===== config.mk =====
export PLATFORM = sky130hd
export DESIGN_NAME = bus_cfg_reg
export DESIGN_NICKNAME = d
export VERILOG_FILES = /design/src/rtl/bcfg_pkg.sv /design/src/rtl/bcfg_decode.sv /design/src/rtl/bcfg_dwio.sv /design/src/rtl/bcfg_fields.sv /design/src/rtl/bcfg_rdport.sv /design/src/rtl/bus_cfg_reg.sv
export SDC_FILE = /design/constraint.sdc
export NUM_CORES = 1
export LEC_CHECK = 0
export ABC_AREA = 1
export BUFFER_PORTS_ARGS = -buffer_cell sky130_fd_sc_hd__buf_4
export CELL_PAD_IN_SITES_DETAIL_PLACEMENT = 0
export CELL_PAD_IN_SITES_GLOBAL_PLACEMENT = 2
export CORE_UTILIZATION = 17
export CTS_CLUSTER_SIZE = 16
export DETAILED_ROUTE_END_ITERATION = 10
export HOLD_SLACK_MARGIN = 0.1
export PLACE_DENSITY = 0.81
export SLEW_MARGIN = 15
export SYNTH_ARGS = -nofsm -noshare
export SYNTH_HDL_FRONTEND = slang
export SYNTH_SLANG_ARGS = --single-unit

===== constraint.sdc =====
create_clock -name clk -period 1.2 [get_ports clk]
set_clock_uncertainty 0.15 [all_clocks]
set_input_delay 0.06 -clock clk [delete_from_list [all_inputs] [get_ports clk]]
set_output_delay 0.06 -clock clk [all_outputs]
set_load 0.1 [all_outputs]

===== src/rtl/bcfg_pkg.sv =====
package bcfg_pkg;
  localparam int unsigned REG_W     = 16;
  localparam int unsigned POS_EXT   = 8;
  localparam int unsigned POS_DW    = 7;
  localparam int unsigned POS_BRD   = 6;
  localparam int unsigned POS_BWR   = 5;
  localparam int unsigned POS_SPARE = 0;
  localparam int unsigned SPARE_W   = 3;

  typedef struct packed {
    logic               ext_req;
    logic               dword_io;
    logic               burst_rd;
    logic               burst_wr;
    logic [SPARE_W-1:0] spare;
  } cfg_t;

  function automatic logic [REG_W-1:0] pack_image(input cfg_t c);
    logic [REG_W-1:0] img;
    img = '0;
    img[POS_EXT] = c.ext_req;
    img[POS_DW]  = c.dword_io;
    img[POS_BRD] = c.burst_rd;
    img[POS_BWR] = c.burst_wr;
    img[POS_SPARE +: SPARE_W] = c.spare;
    return img;
  endfunction
endpackage


===== src/rtl/bcfg_decode.sv =====
module bcfg_decode #(
  parameter int unsigned ADDR_W = 8,
  parameter int unsigned BE_W = 4,
  parameter logic [ADDR_W-1:0] REG_OFFS = 8'h24,
  parameter logic [ADDR_W-1:0] DPORT_OFFS = 8'h10
) (
  input  logic                 wr,
  input  logic [ADDR_W-1:0]    addr,
  input  logic [BE_W-1:0]      be,
  input  logic                 halted,
  input  logic                 paused,
  output logic [bcfg_pkg::REG_W/8-1:0] lane_wr,
  output logic                 wide_dport_wr,
  output logic                 reg_sel
);
  localparam int unsigned LANES = bcfg_pkg::REG_W / 8;

  logic reg_hit;
  logic wr_open;

  assign reg_sel = (addr == REG_OFFS);
  assign reg_hit = wr & reg_sel;
  assign wr_open = halted | paused;
  assign wide_dport_wr = wr & (addr == DPORT_OFFS) & (&be);

  for (genvar i = 0; i < LANES; i++) begin : g_lane
    assign lane_wr[i] = reg_hit & wr_open & be[i];
  end
endmodule


===== src/rtl/bcfg_dwio.sv =====
module bcfg_dwio (
  input  logic clk,
  input  logic hrst,
  input  logic ee_load,
  input  logic ee_dwio,
  input  logic wide_dport_wr,
  output logic dword_io
);
  always_ff @(posedge clk) begin
    if (hrst)               dword_io <= 1'b0;
    else if (ee_load)       dword_io <= ee_dwio;
    else if (wide_dport_wr) dword_io <= 1'b1;
  end
endmodule


===== src/rtl/bcfg_fields.sv =====
module bcfg_fields #(
  parameter logic [bcfg_pkg::SPARE_W-1:0] SPARE_RST = 3'b001
) (
  input  logic       clk,
  input  logic       hrst,
  input  logic [1:0] lane_wr,
  input  logic       d_ext,
  input  logic       d_brd,
  input  logic       d_bwr,
  input  logic [bcfg_pkg::SPARE_W-1:0] d_spare,
  output logic       ext_req,
  output logic       burst_rd,
  output logic       burst_wr,
  output logic [bcfg_pkg::SPARE_W-1:0] spare
);
  always_ff @(posedge clk) begin
    if (hrst) begin
      burst_rd <= 1'b0;
      burst_wr <= 1'b0;
      spare    <= SPARE_RST;
    end else if (lane_wr[0]) begin
      burst_rd <= d_brd;
      burst_wr <= d_bwr;
      spare    <= d_spare;
    end
  end

  always_ff @(posedge clk) begin
    if (hrst)            ext_req <= 1'b0;
    else if (lane_wr[1]) ext_req <= d_ext;
  end
endmodule


===== src/rtl/bcfg_rdport.sv =====
module bcfg_rdport (
  input  logic clk,
  input  logic hrst,
  input  logic srst,
  input  logic sel,
  input  logic [bcfg_pkg::REG_W-1:0] image,
  output logic [bcfg_pkg::REG_W-1:0] rdata
);
  always_ff @(posedge clk) begin
    if (hrst || srst) rdata <= '0;
    else if (sel)     rdata <= image;
    else              rdata <= '0;
  end
endmodule


===== src/rtl/bus_cfg_reg.sv =====
module bus_cfg_reg #(
  parameter int unsigned ADDR_W = 8,
  parameter int unsigned BE_W = 4,
  parameter logic [ADDR_W-1:0] REG_OFFS = 8'h24,
  parameter logic [ADDR_W-1:0] DPORT_OFFS = 8'h10,
  parameter logic [2:0] SPARE_RST = 3'b001
) (
  input  logic              clk,
  input  logic              hrst,
  input  logic              srst,
  input  logic              halted,
  input  logic              paused,
  input  logic              wr,
  input  logic [ADDR_W-1:0] addr,
  input  logic [BE_W-1:0]   be,
  input  logic [15:0]       wdata,
  input  logic              ee_load,
  input  logic              ee_dwio,
  output logic [15:0]       rdata,
  output logic              ext_req,
  output logic              burst_rd_en,
  output logic              burst_wr_en,
  output logic              dword_io,
  output logic [2:0]        spare_bits
);
  import bcfg_pkg::*;

  logic [REG_W/8-1:0] lane_wr;
  logic               wide_dport_wr;
  logic               reg_sel;
  cfg_t               cur;
  logic               unused_wbits;

  assign unused_wbits = ^{wdata[15:9], wdata[7], wdata[4:3]};

  bcfg_decode #(
    .ADDR_W(ADDR_W), .BE_W(BE_W), .REG_OFFS(REG_OFFS), .DPORT_OFFS(DPORT_OFFS)
  ) u_decode (
    .wr(wr), .addr(addr), .be(be), .halted(halted), .paused(paused),
    .lane_wr(lane_wr), .wide_dport_wr(wide_dport_wr), .reg_sel(reg_sel)
  );

  bcfg_fields #(.SPARE_RST(SPARE_RST)) u_fields (
    .clk(clk), .hrst(hrst), .lane_wr(lane_wr),
    .d_ext(wdata[POS_EXT]), .d_brd(wdata[POS_BRD]), .d_bwr(wdata[POS_BWR]),
    .d_spare(wdata[POS_SPARE +: SPARE_W]),
    .ext_req(ext_req), .burst_rd(burst_rd_en), .burst_wr(burst_wr_en),
    .spare(spare_bits)
  );

  bcfg_dwio u_dwio (
    .clk(clk), .hrst(hrst), .ee_load(ee_load), .ee_dwio(ee_dwio),
    .wide_dport_wr(wide_dport_wr), .dword_io(dword_io)
  );

  assign cur.ext_req  = ext_req;
  assign cur.dword_io = dword_io;
  assign cur.burst_rd = burst_rd_en;
  assign cur.burst_wr = burst_wr_en;
  assign cur.spare    = spare_bits;

  bcfg_rdport u_rdport (
    .clk(clk), .hrst(hrst), .srst(srst), .sel(reg_sel),
    .image(pack_image(cur)), .rdata(rdata)
  );
endmodule


## Yosys cells after proc, flatten, opt, wreduce, memory -nomap -nowiden

Cells that the tools add are included.

- Register bits after elaboration: 23
- Logic and storage cells: 23
- Input port bits: 36

- Bitwise operators: 8
- Eq/ne operators: 2
- Multiplexer cells: 2
- Reductions and logical operators: 4

Operator list:

| cell | count |
|---|---|
| 8-bit by 5-bit equality test with 1-bit output (second input constant) | 1 |
| 8-bit by 6-bit equality test with 1-bit output (second input constant) | 1 |
| 1-bit bitwise AND | 6 |
| 4-bit AND reduction | 1 |
| 1-bit two-way mux | 2 |
| 2-bit nonzero test | 1 |
| 2-bit OR reduction | 1 |
| 1-bit logical OR | 1 |
| 1-bit NOT | 1 |
| 1-bit bitwise OR | 1 |

## Logic depth before layout (Yosys ltp)

Gate-level depths: netlist of run 1.

- Word-level depth: 5
- Mapped depth: 8

## Cells and area by module

Synthesis of run 1 repeated with hierarchy kept, for this count alone.

- Cells, all modules: 128
- Area, all modules: 922.1 µm²

By module, submodules not included:

| module | area each (µm²) | sequential area each (µm²) | cells each | times used |
|---|---|---|---|---|
| bcfg_rdport | 489.2 | 320.3 | 51 | 1 |
| bcfg_fields | 245.2 | 120.1 | 37 | 1 |
| bcfg_decode | 130.1 | 0.0 | 29 | 1 |
| bcfg_dwio | 53.8 | 20.0 | 10 | 1 |
| bus_cfg_reg | 3.8 | 0.0 | 1 | 1 |

## Worst setup path after synthesis of run 1

Ideal clock, no wire load.

- Kind: register to register
- Start point: register, netlist name u_fields.burst_rd
- End point: register u_fields.burst_rd
- Slack: -0.270 ns
- Arrival: 1.256 ns
- Clock period less this slack: 1.470 ns
- Cell stages (with the launch flop): 5
- Data required time: 0.986 ns
- Cell sequence: dfxtp_1 > inv_1 > nand2_1 > inv_1 > nor2_1

RTL lines:

| element | line | RTL |
|---|---|---|
| end signal, assigned | bcfg_fields.sv:22 | `burst_rd <= d_brd;` |
| end, declared | bcfg_fields.sv:12 | `output logic burst_rd,` |

## Worst setup path in the final report of run 1

- Start point: input port addr[3]
- End point: register u_dwio.dword_io

- Longest elaborated chain between the ends: 4

RTL lines:

| element | line | RTL |
|---|---|---|
| start, declared | bus_cfg_reg.sv:14 | `input logic [ADDR_W-1:0] addr,` |
| 8-bit by 5-bit equality test with 1-bit output | bcfg_decode.sv:24 | `assign wide_dport_wr = wr & (addr == DPORT_OFFS) & (&be);` |
| 1-bit bitwise AND (2 in series) | bcfg_decode.sv:24 |  |
| 2-bit nonzero test (no line) | n/a |  |
| end signal, assigned | bcfg_dwio.sv:11 | `else if (ee_load) dword_io <= ee_dwio;` |
| end, declared | bcfg_dwio.sv:7 | `output logic dword_io` |

No other way between the ends.
A chain may end at the register's enable or synchronous reset.

==> results of run 1 <==
[cells in the mapped netlist, drive strengths merged]
cell / n / area, um2
nand2: 19 / 78.8
a21oi: 1 / 5.00
inv: 22 / 82.6
nand3: 3 / 27.5
conb: 1 / 3.75
buf: 9 / 67.6
nand4: 7 / 43.8
nor3: 1 / 5.00
nor2: 19 / 90.1
o21ai: 1 / 5.00
dfxtp: 14 / 280
o21a: 1 / 7.51
[worst register-to-register path, cell delays in order, from the launching register on]
cell and delay, ns:
dfxtp_2 0.33, nor2_1 0.13, a21oi_2 0.06
[sequential cells by signal (all words and copies together), names as in the netlist]
name               count
u_dwio.dword_io        1
u_fields.burst_rd      1
u_rdport.rdata         7
u_fields.ext_req       1
u_fields.burst_wr      1
u_fields.spare         3
[through the flow]
step | total power [mW] | cell area, um2 | cells | util [%] | setup WS [ns]
after detailed placement | 0.736 | 1020 | 184 | 26.9 | 0.0139
after floorplan | 0.677 | 736 | 106 | - | 0.0531
final | 1.24 | 1270 | 206 | 33.5 | 0.0797
after CTS | 1.24 | 1220 | 202 | 32.0 | 0.0505
after global placement | 0.736 | 1020 | 184 | 26.9 | 0.0619
after global routing | 1.29 | 1270 | 206 | 33.5 | 0.00503
[final cells by class]
class	instances	area (um2)	area share, %
clock buffer	4	55.1	4.33
timing repair buffer	57	477	37.5
inverter	22	86.3	6.78
tap	48	60.1	4.72
multi-input combinational	61	305	24.0
sequential	14	289	22.7
[path summary, 6_finish.rpt]
kind	from	end	slack (ns)
worst max-delay path	addr[3]	u_dwio.dword_io	0.08
worst max register to register	u_dwio.dword_io	u_dwio.dword_io	0.42
worst min register to register	u_fields.spare[0]	u_rdport.rdata[0]	0.31
worst min-delay path	addr[2]	u_dwio.dword_io	0.04
[cells by family (layout without fill, tap and decap cells)]
kind of cell | Yosys count | count (layout) | synth area share (%)
flops | 14 | 14 | 40.2
simple gates | 49 | 49 | 35.2
other cells | 1 | 9 | 0.538
buf+inv | 31 | 83 | 21.5
compound gates | 3 | 3 | 2.51
[routing by layer]
metal | up-vias | routed length (um)
met5 | - | 0
met4 | 0 | 30
met3 | 3 | 129
met2 | 28 | 898
met1 | 313 | 842
li1 | 393 | -
[repair_timing]
item | CTS | global route
hold buffers | 14 | 5
resized for setup | 0 | 4
endpoints found under the setup margin | 0 | 1
endpoints found under the hold margin | 14 | 1
[where the power goes]
part	switching (mW)	internal (mW)
Clock	0.168	0.291
Sequential	0.00222	0.468
Combinational	0.201	0.107
==> flow_summary.yaml, run 1 <==
timing:
  maxSlewViolCount: 0
  fin_crit_sh_pct: 93.4
  post-route-min-period_ns: 1.12
  final_hold_viol_count: 0
  rsz0062_at_grt: "false"
  hold_slack_ns: 0.0383
  setup_viol: 0
  tns_ns: 0
  max_freq_ghz: 0.893
drt:
  dr.pass1.iters: 4
  ant_nets: 0
  drc: 0
  wirelength_mm: 1.90
  drt-initial-drc-count: 14
  post_drt_wl_per_cell_um: 9.22
  via_per_inst: 3.58
  num_vias: 737
critical_path:
  critPathTopFamily: "buffers and inverters"
  critPathRequiredTime_ns: 1.23
  crit_cells: 7
  critPathKind: "input port to register"
  crit_path_end_kind: "register"
  worst_r2r_path_depth: 2
  max_stage_delay_ns: 0.55
  path_cells: "buf_4 -> dlygate4sd3_1 -> inv_1 -> nand4_1 -> nor2_1 -> nand2_1 -> a21oi_2"
  crit_fanout: 2
  worst_setup_path_start_kind: "input port"
  cp.arrival_ns: 1.15
  cpMaxStageDelayCell: "dlygate4sd3_1"
  critPathBufInv: 3
global_route:
  grt_pass1_wl_mm: 2.90
  grt_pass1_vias: 686
  use_met3_pct: 1.72
  grt_busiest_layer: "met2"
  antenna_found_initial: 0
  grtUsageMet1_pct: 10.5
  overflow: 0
  grt_use_total_pct: 8.91
  grtUsageMet2_pct: 15.4
  grt_max_degree: 10
cells_and_area:
  final_common_cell: "buf_4"
  layout_common_cells: "buf_4 (38), inv_1 (21), dlygate4sd3_1 (18)"
  nNetsFinal: 195
  syn2layout_area_growth_pct: 82.6
  antenna_cells: 0
  drive_gt1_share_pct: 37.3
  n_fill_cell: 412
synthesis:
  synth.cell_area_um2: 697
  synth_seq_cells: 14
  synth_area_per_cell_um2: 7.11
  synth.distinct_cells: 16
  yosysSeqAreaShare_pct: 40.2
  syn_inst: 98
  yosysWarnings: 0
place:
  port_buffers: 39
  hpwl_mm: 1.44
  routabilityCongestion: 0.751
clock_tree:
  htree_levels: 1
  cts_buffer_depth: 2
  clockRootBuffer: "clkbuf_8"
  postCtsSetupBuffers: 0
  clkSinkCount: 14
  clkLatencyLatePin_ns: 0.25
  cts_buffers: 3
  clk_pin_slew_worst_paths_ns: 0.06
  cts_tree: "yes"
power:
  power.density_nw_per_um2: 972
  power_leakage_nw: 0.650
  vdd_drop_max_uv: 390
floorplan:
  die_h_um: 66.0
  die_w_um: 66.0
  io_pins: 59
  die_area_um2: 4360
  core_um2: 3800
  std_cell_rows: 22
  start_util_pct: 18.3
worst_hold_path:
  hold_path_class: "input port to register"
  hold_path_depth: 6
run:
  cap_violations: 0
outcome:
  status: "finished clean"
Power figures use the tool's default switching activity.
==> run 2: changes to the inputs <==
--- a/config.mk
+++ b/config.mk
@@ -9,12 +9,13 @@
 export BUFFER_PORTS_ARGS = -buffer_cell sky130_fd_sc_hd__buf_4
 export CELL_PAD_IN_SITES_DETAIL_PLACEMENT = 0
 export CELL_PAD_IN_SITES_GLOBAL_PLACEMENT = 2
-export CORE_UTILIZATION = 17
+export CORE_UTILIZATION = 20
 export CTS_CLUSTER_SIZE = 16
 export DETAILED_ROUTE_END_ITERATION = 10
 export HOLD_SLACK_MARGIN = 0.1
-export PLACE_DENSITY = 0.81
+export PLACE_DENSITY = 0.82
 export SLEW_MARGIN = 15
 export SYNTH_ARGS = -nofsm -noshare
 export SYNTH_HDL_FRONTEND = slang
+export SYNTH_HIERARCHICAL = 1
 export SYNTH_SLANG_ARGS = --single-unit
==> flow_summary.yaml, run 2 <==
floorplan:
  die_h_um: 69.9
  start_util_pct: 21.0
  std_cell_rows: 24
  core_um2: 4380
  io_pins: 59
  die_w_um: 69.9
  die_area_um2: 4890
drt:
  dr.pass1.iters: 2
  post_drt_wl_per_cell_um: 7.17
  drt-initial-drc-count: 8
  via_per_inst: 3.37
  num_vias: 845
  drc: 0
  ant_nets: 0
  wirelength_mm: 1.80
critical_path:
  cp.arrival_ns: 0.90
  critPathBufInv: 1
  max_stage_delay_ns: 0.35
  critPathKind: "register to output pin"
  crit_path_end_kind: "output pin"
  critPathTopFamily: "flip-flops"
  reg2reg_slack_ns: 0.42
  critPathRequiredTime_ns: 0.99
  cpMaxStageDelayCell: "dfxtp_2"
  crit_fanout: 3
  worst_setup_path_start_kind: "register"
  path_cells: "buf_4"
power:
  internal_power_mw: 1.09
  p_clk_share_pct: 33.3
  p_sw_share_pct: 22.3
  pwr-share-seq_pct: 54.5
  vdd_drop_max_uv: 361
  power_leakage_nw: 0.774
  pwr-share-comb_pct: 12.1
  p_sw_uw: 314
  power.density_nw_per_um2: 916
global_route:
  grt_pass1_vias: 812
  grt_pass1_wl_mm: 3.33
  antenna_found_initial: 0
  grt_use_total_pct: 8.40
  overflow: 0
  grt_max_degree: 14
cells_and_area:
  syn2layout_area_growth_pct: 66.5
  antenna_cells: 0
  largest-register: "u_rdport/rdata"
  design_area_um2: 1540
  layout_common_cells: "buf_4 (50), inv_1 (37), nor2_1 (26)"
  regArea_um2: 469
  n_fill_cell: 517
  multi_input_area_um2: 330
  final_common_cell: "buf_4"
  utilization_pct: 35.0
  nNetsFinal: 236
  top_regs: "u_rdport/rdata: 16 flops, u_fields/spare: 3 flops"
  drive_gt1_share_pct: 39.2
  largest_reg_flops: 16
synthesis:
  synth.distinct_cells: 12
  synth_top_area_share_pct: 49.9
  synth_most_common_cell: "inv_1"
  synth_flop_cell: "dfxtp_1"
  synth_area_per_cell_um2: 7.20
  yosysSeqAreaShare_pct: 49.9
  syn_inst: 128
  synth_async_sr_flop_share_pct: 0
  synth_commonest_cells: "inv_1 (37), nor2_1 (26), dfxtp_1 (23)"
  yosysWarnings: 6
  synth_seq_cells: 23
  synth_edf_count: 0
  synth.cell_area_um2: 922
  synth_area_leaders: "dfxtp_1 (50%), inv_1 (15%), nor2_1 (11%)"
  yosysTopAreaCell: "dfxtp_1"
clock_tree:
  clkSinkCount: 23
  clkLatencyLatePin_ns: 0.26
  postCtsSetupBuffers: 0
  cts_buffers: 3
  clockRootBuffer: "clkbuf_8"
  cts_buffer_depth: 2
  clk_pin_slew_worst_paths_ns: 0.08
  htree_levels: 1
  cts_tree: "yes"
place:
  hpwl_mm: 1.43
  routabilityCongestion: 0.688
  dp_slack_ns: -0.00227
  place_area_um2: 1380
  port_buffers: 48
timing:
  rsz0062_at_grt: "false"
  tns_ns: 0
  max_freq_ghz: 0.898
  setup_viol: 0
  post-route-min-period_ns: 1.11
  fin_crit_sh_pct: 92.8
  setup_ws_ns: 0.0869
  maxSlewViolCount: 0
  final_hold_viol_count: 0
worst_hold_path:
  hold_path_class: "input port to register"
run:
  cap_violations: 0
outcome:
  status: "finished clean"
run 2: path summary, 6_finish.rpt:
check / depth (start not counted) / from / end
worst min-delay path: 8 / addr[5] / u_dwio/dword_io
worst min register to register: 2 / u_fields/spare[0] / u_rdport/rdata[0]
worst max-delay path: 1 / u_fields/spare[1] / spare_bits[1]
worst max register to register: 4 / u_dwio/dword_io / u_dwio/dword_io
run 2: what timing repair did:
action,CTS,global route
hold endpoints to repair,14,0
hold buffers,11,0
gates resized for setup,0,0
run 2: power by group through the flow:
stage	combinational, mW	clock (mW)	sequential, mW
final	0.171	0.469	0.767
after global routing	0.191	0.534	0.768
after CTS	0.172	0.497	0.768
after detailed placement	0.143	0	0.786
after global placement	0.143	0	0.786
after floorplan	0.0477	0	0.805
run 2: through the flow:
step | hold WS, ns | cells | total power, mW
final | 0.108 | 251 | 1.41
after global routing | 0.159 | 251 | 1.49
after CTS | 0.109 | 251 | 1.44
after detailed placement | 0.136 | 236 | 0.928
after global placement | 0.123 | 236 | 0.928
after floorplan | 0.0302 | 136 | 0.853
run 2: cell type report:
class / count / share of cell area, %
repair buffers: 61 / 31.6
clock inverters: 1 / 0.326
flip-flops and latches: 23 / 30.6
inverters: 37 / 9.05
well taps: 52 / 4.24
multi-input cells: 74 / 21.5
clock buffers: 3 / 2.69
run 2: cells by family (layout without fill, tap and decap cells):
logic type	count (synthesis)	in the layout	share of synthesized area [%]
buffers and inverters	39	102	17.5
flip-flops	23	23	49.9
other	1	9	0.407
AND/OR/NAND/NOR	65	65	32.2
run 2: metal layers:
layer  vias to the layer above  share of wire, %  global-route usage [%]
met5                         -                 0                       0
met4                         0               1.6                    4.00
met3                         4               5.0                    1.59
met2                        26                49                    14.0
met1                       331                44                    10.4
li1                        484                 -                       -
==> run 3: changes to the inputs <==
--- a/config.mk
+++ b/config.mk
@@ -6,14 +6,15 @@
 export NUM_CORES = 1
 export LEC_CHECK = 0
 export ABC_AREA = 1
-export BUFFER_PORTS_ARGS = -buffer_cell sky130_fd_sc_hd__buf_4
 export CELL_PAD_IN_SITES_DETAIL_PLACEMENT = 0
 export CELL_PAD_IN_SITES_GLOBAL_PLACEMENT = 2
-export CORE_UTILIZATION = 20
+export CORE_UTILIZATION = 30
 export CTS_CLUSTER_SIZE = 16
 export DETAILED_ROUTE_END_ITERATION = 10
+export DONT_BUFFER_PORTS = 1
+export GPL_TIMING_DRIVEN = 0
 export HOLD_SLACK_MARGIN = 0.1
-export PLACE_DENSITY = 0.82
+export PLACE_DENSITY = 0.81
 export SLEW_MARGIN = 15
 export SYNTH_ARGS = -nofsm -noshare
 export SYNTH_HDL_FRONTEND = slang
==> flow_summary.yaml, run 3 (synthesis gave the netlist of run 2 again) <==
outcome:
  status: "finished with violations"
  violations: "DRC, hold timing"
clock_tree:
  htree_levels: 1
  cts_tree: "yes"
  ctsHoldBuffers: 13
  clkSinkCount: 23
  cts_buffer_depth: 2
  clkLatencyLatePin_ns: 0.29
  postCtsSetupBuffers: 0
  clk_pin_slew_worst_paths_ns: 0.11
  clockRootBuffer: "clkbuf_4"
  cts_buffers: 3
critical_path:
  critPathKind: "register to output pin"
  crit_fanout: 3
  cp.arrival_ns: 0.86
  worst_setup_path_start_kind: "register"
  crit_path_end_kind: "output pin"
  critPathRequiredTime_ns: 0.99
timing:
  setup_ws_ns: 0.130
  post-route-min-period_ns: 1.07
  rsz0062_at_grt: "false"
  setup_viol: 0
  final_hold_viol_count: 2
  max_freq_ghz: 0.934
  hold_slack_ns: -0.0416
  tns_ns: 0
  maxSlewViolCount: 0
  fin_crit_sh_pct: 89.2
cells_and_area:
  utilization_pct: 43.7
  final_common_cell: "inv_1"
  drive_gt1_share_pct: 30.1
  n_fill_cell: 296
  multi_input_area_um2: 330
  regArea_um2: 547
  nNetsFinal: 190
  layout_common_cells: "inv_1 (37), nor2_1 (26), dfxtp_4 (23)"
  largest-register: "u_rdport/rdata"
  largest_reg_flops: 16
  syn2layout_area_growth_pct: 33.9
  design_area_um2: 1230
  antenna_cells: 0
  top_regs: "u_rdport/rdata: 16 flops, u_fields/spare: 3 flops"
power:
  power_leakage_nw: 0.549
  vdd_drop_max_uv: 344
  power.density_nw_per_um2: 939
floorplan:
  start_util_pct: 32.6
  die_area_um2: 3300
  die_w_um: 57.4
  io_pins: 59
  std_cell_rows: 19
  core_um2: 2830
  die_h_um: 57.4
global_route:
  overflow: 0
  grt_use_total_pct: 10.5
  grtUsageMet1_pct: 13.0
  use_met3_pct: 3.17
  grt_pass1_vias: 635
  grtUsageMet2_pct: 17.1
  grt_busiest_layer: "met2"
  antenna_found_initial: 0
  grt_max_degree: 14
  grt_pass1_wl_mm: 2.70
drt:
  post_drt_wl_per_cell_um: 8.58
  via_per_inst: 3.84
  ant_nets: 0
  dr.pass1.iters: 7
  wirelength_mm: 1.58
  num_vias: 707
  drc: 2
  drt-initial-drc-count: 25
run:
  cap_violations: 0
place:
  hpwl_mm: 1.25
  routabilityCongestion: 0.737
  place_area_um2: 1000
  port_buffers: 0
  dp_slack_ns: 0.0381
worst_hold_path:
  hold_path_class: "input port to register"
-- run 3: cell types whose count changed in the layout (fill, tap and decap cells not counted), sizes merged --
cell,before,now
dlygate4sd3,11,13
buf,50,2
-- run 3: worst paths after layout --
check                         start                 to  slack (ns)  depth (start not counted)
setup / recovery  u_fields/spare[0]      spare_bits[0]        0.13                          0
hold / removal                   wr    u_dwio/dword_io       -0.04                          6
setup reg to reg    u_dwio/dword_io    u_dwio/dword_io        0.18                          4
hold reg to reg   u_fields/spare[1]  u_rdport/rdata[1]        0.47                          2
-- run 3: metal layers --
metal  vias up  routed length, um
li1        396                  -
met1       275                729
met2        34                718
met3         2                108
met4         0                 22
met5         -                  0
-- run 3: layout make-up --
type,count,area share (%)
clock inverter,1,0.405
clock buffer,3,1.82
multi-input combinational,74,26.7
timing repair buffer,13,10.5
tap,31,3.14
inverter,37,11.2
buffer,2,1.82
sequential,23,44.3
-- run 3: timing repair --
item,CTS,global route
resized for setup,24,15
setup endpoints to repair,23,15
endpoints found under the hold margin,14,2
-- run 3: where the power goes --
group	switching [mW]	total, mW	internal, mW
sequential	0.0224	0.738	0.716
combinational	0.0434	0.0903	0.0470
clock	0.207	0.331	0.124
-- run 3: per-stage QoR --
stage / total power [mW] / cells / hold slack (ns)
global route: 1.23 / 184 / -0.0151
floorplan: 0.853 / 136 / 0.0302
global placement: 0.859 / 167 / 0.0434
CTS: 1.21 / 184 / -0.0560
finish: 1.16 / 184 / -0.0416
detailed placement: 0.860 / 167 / 0.0423
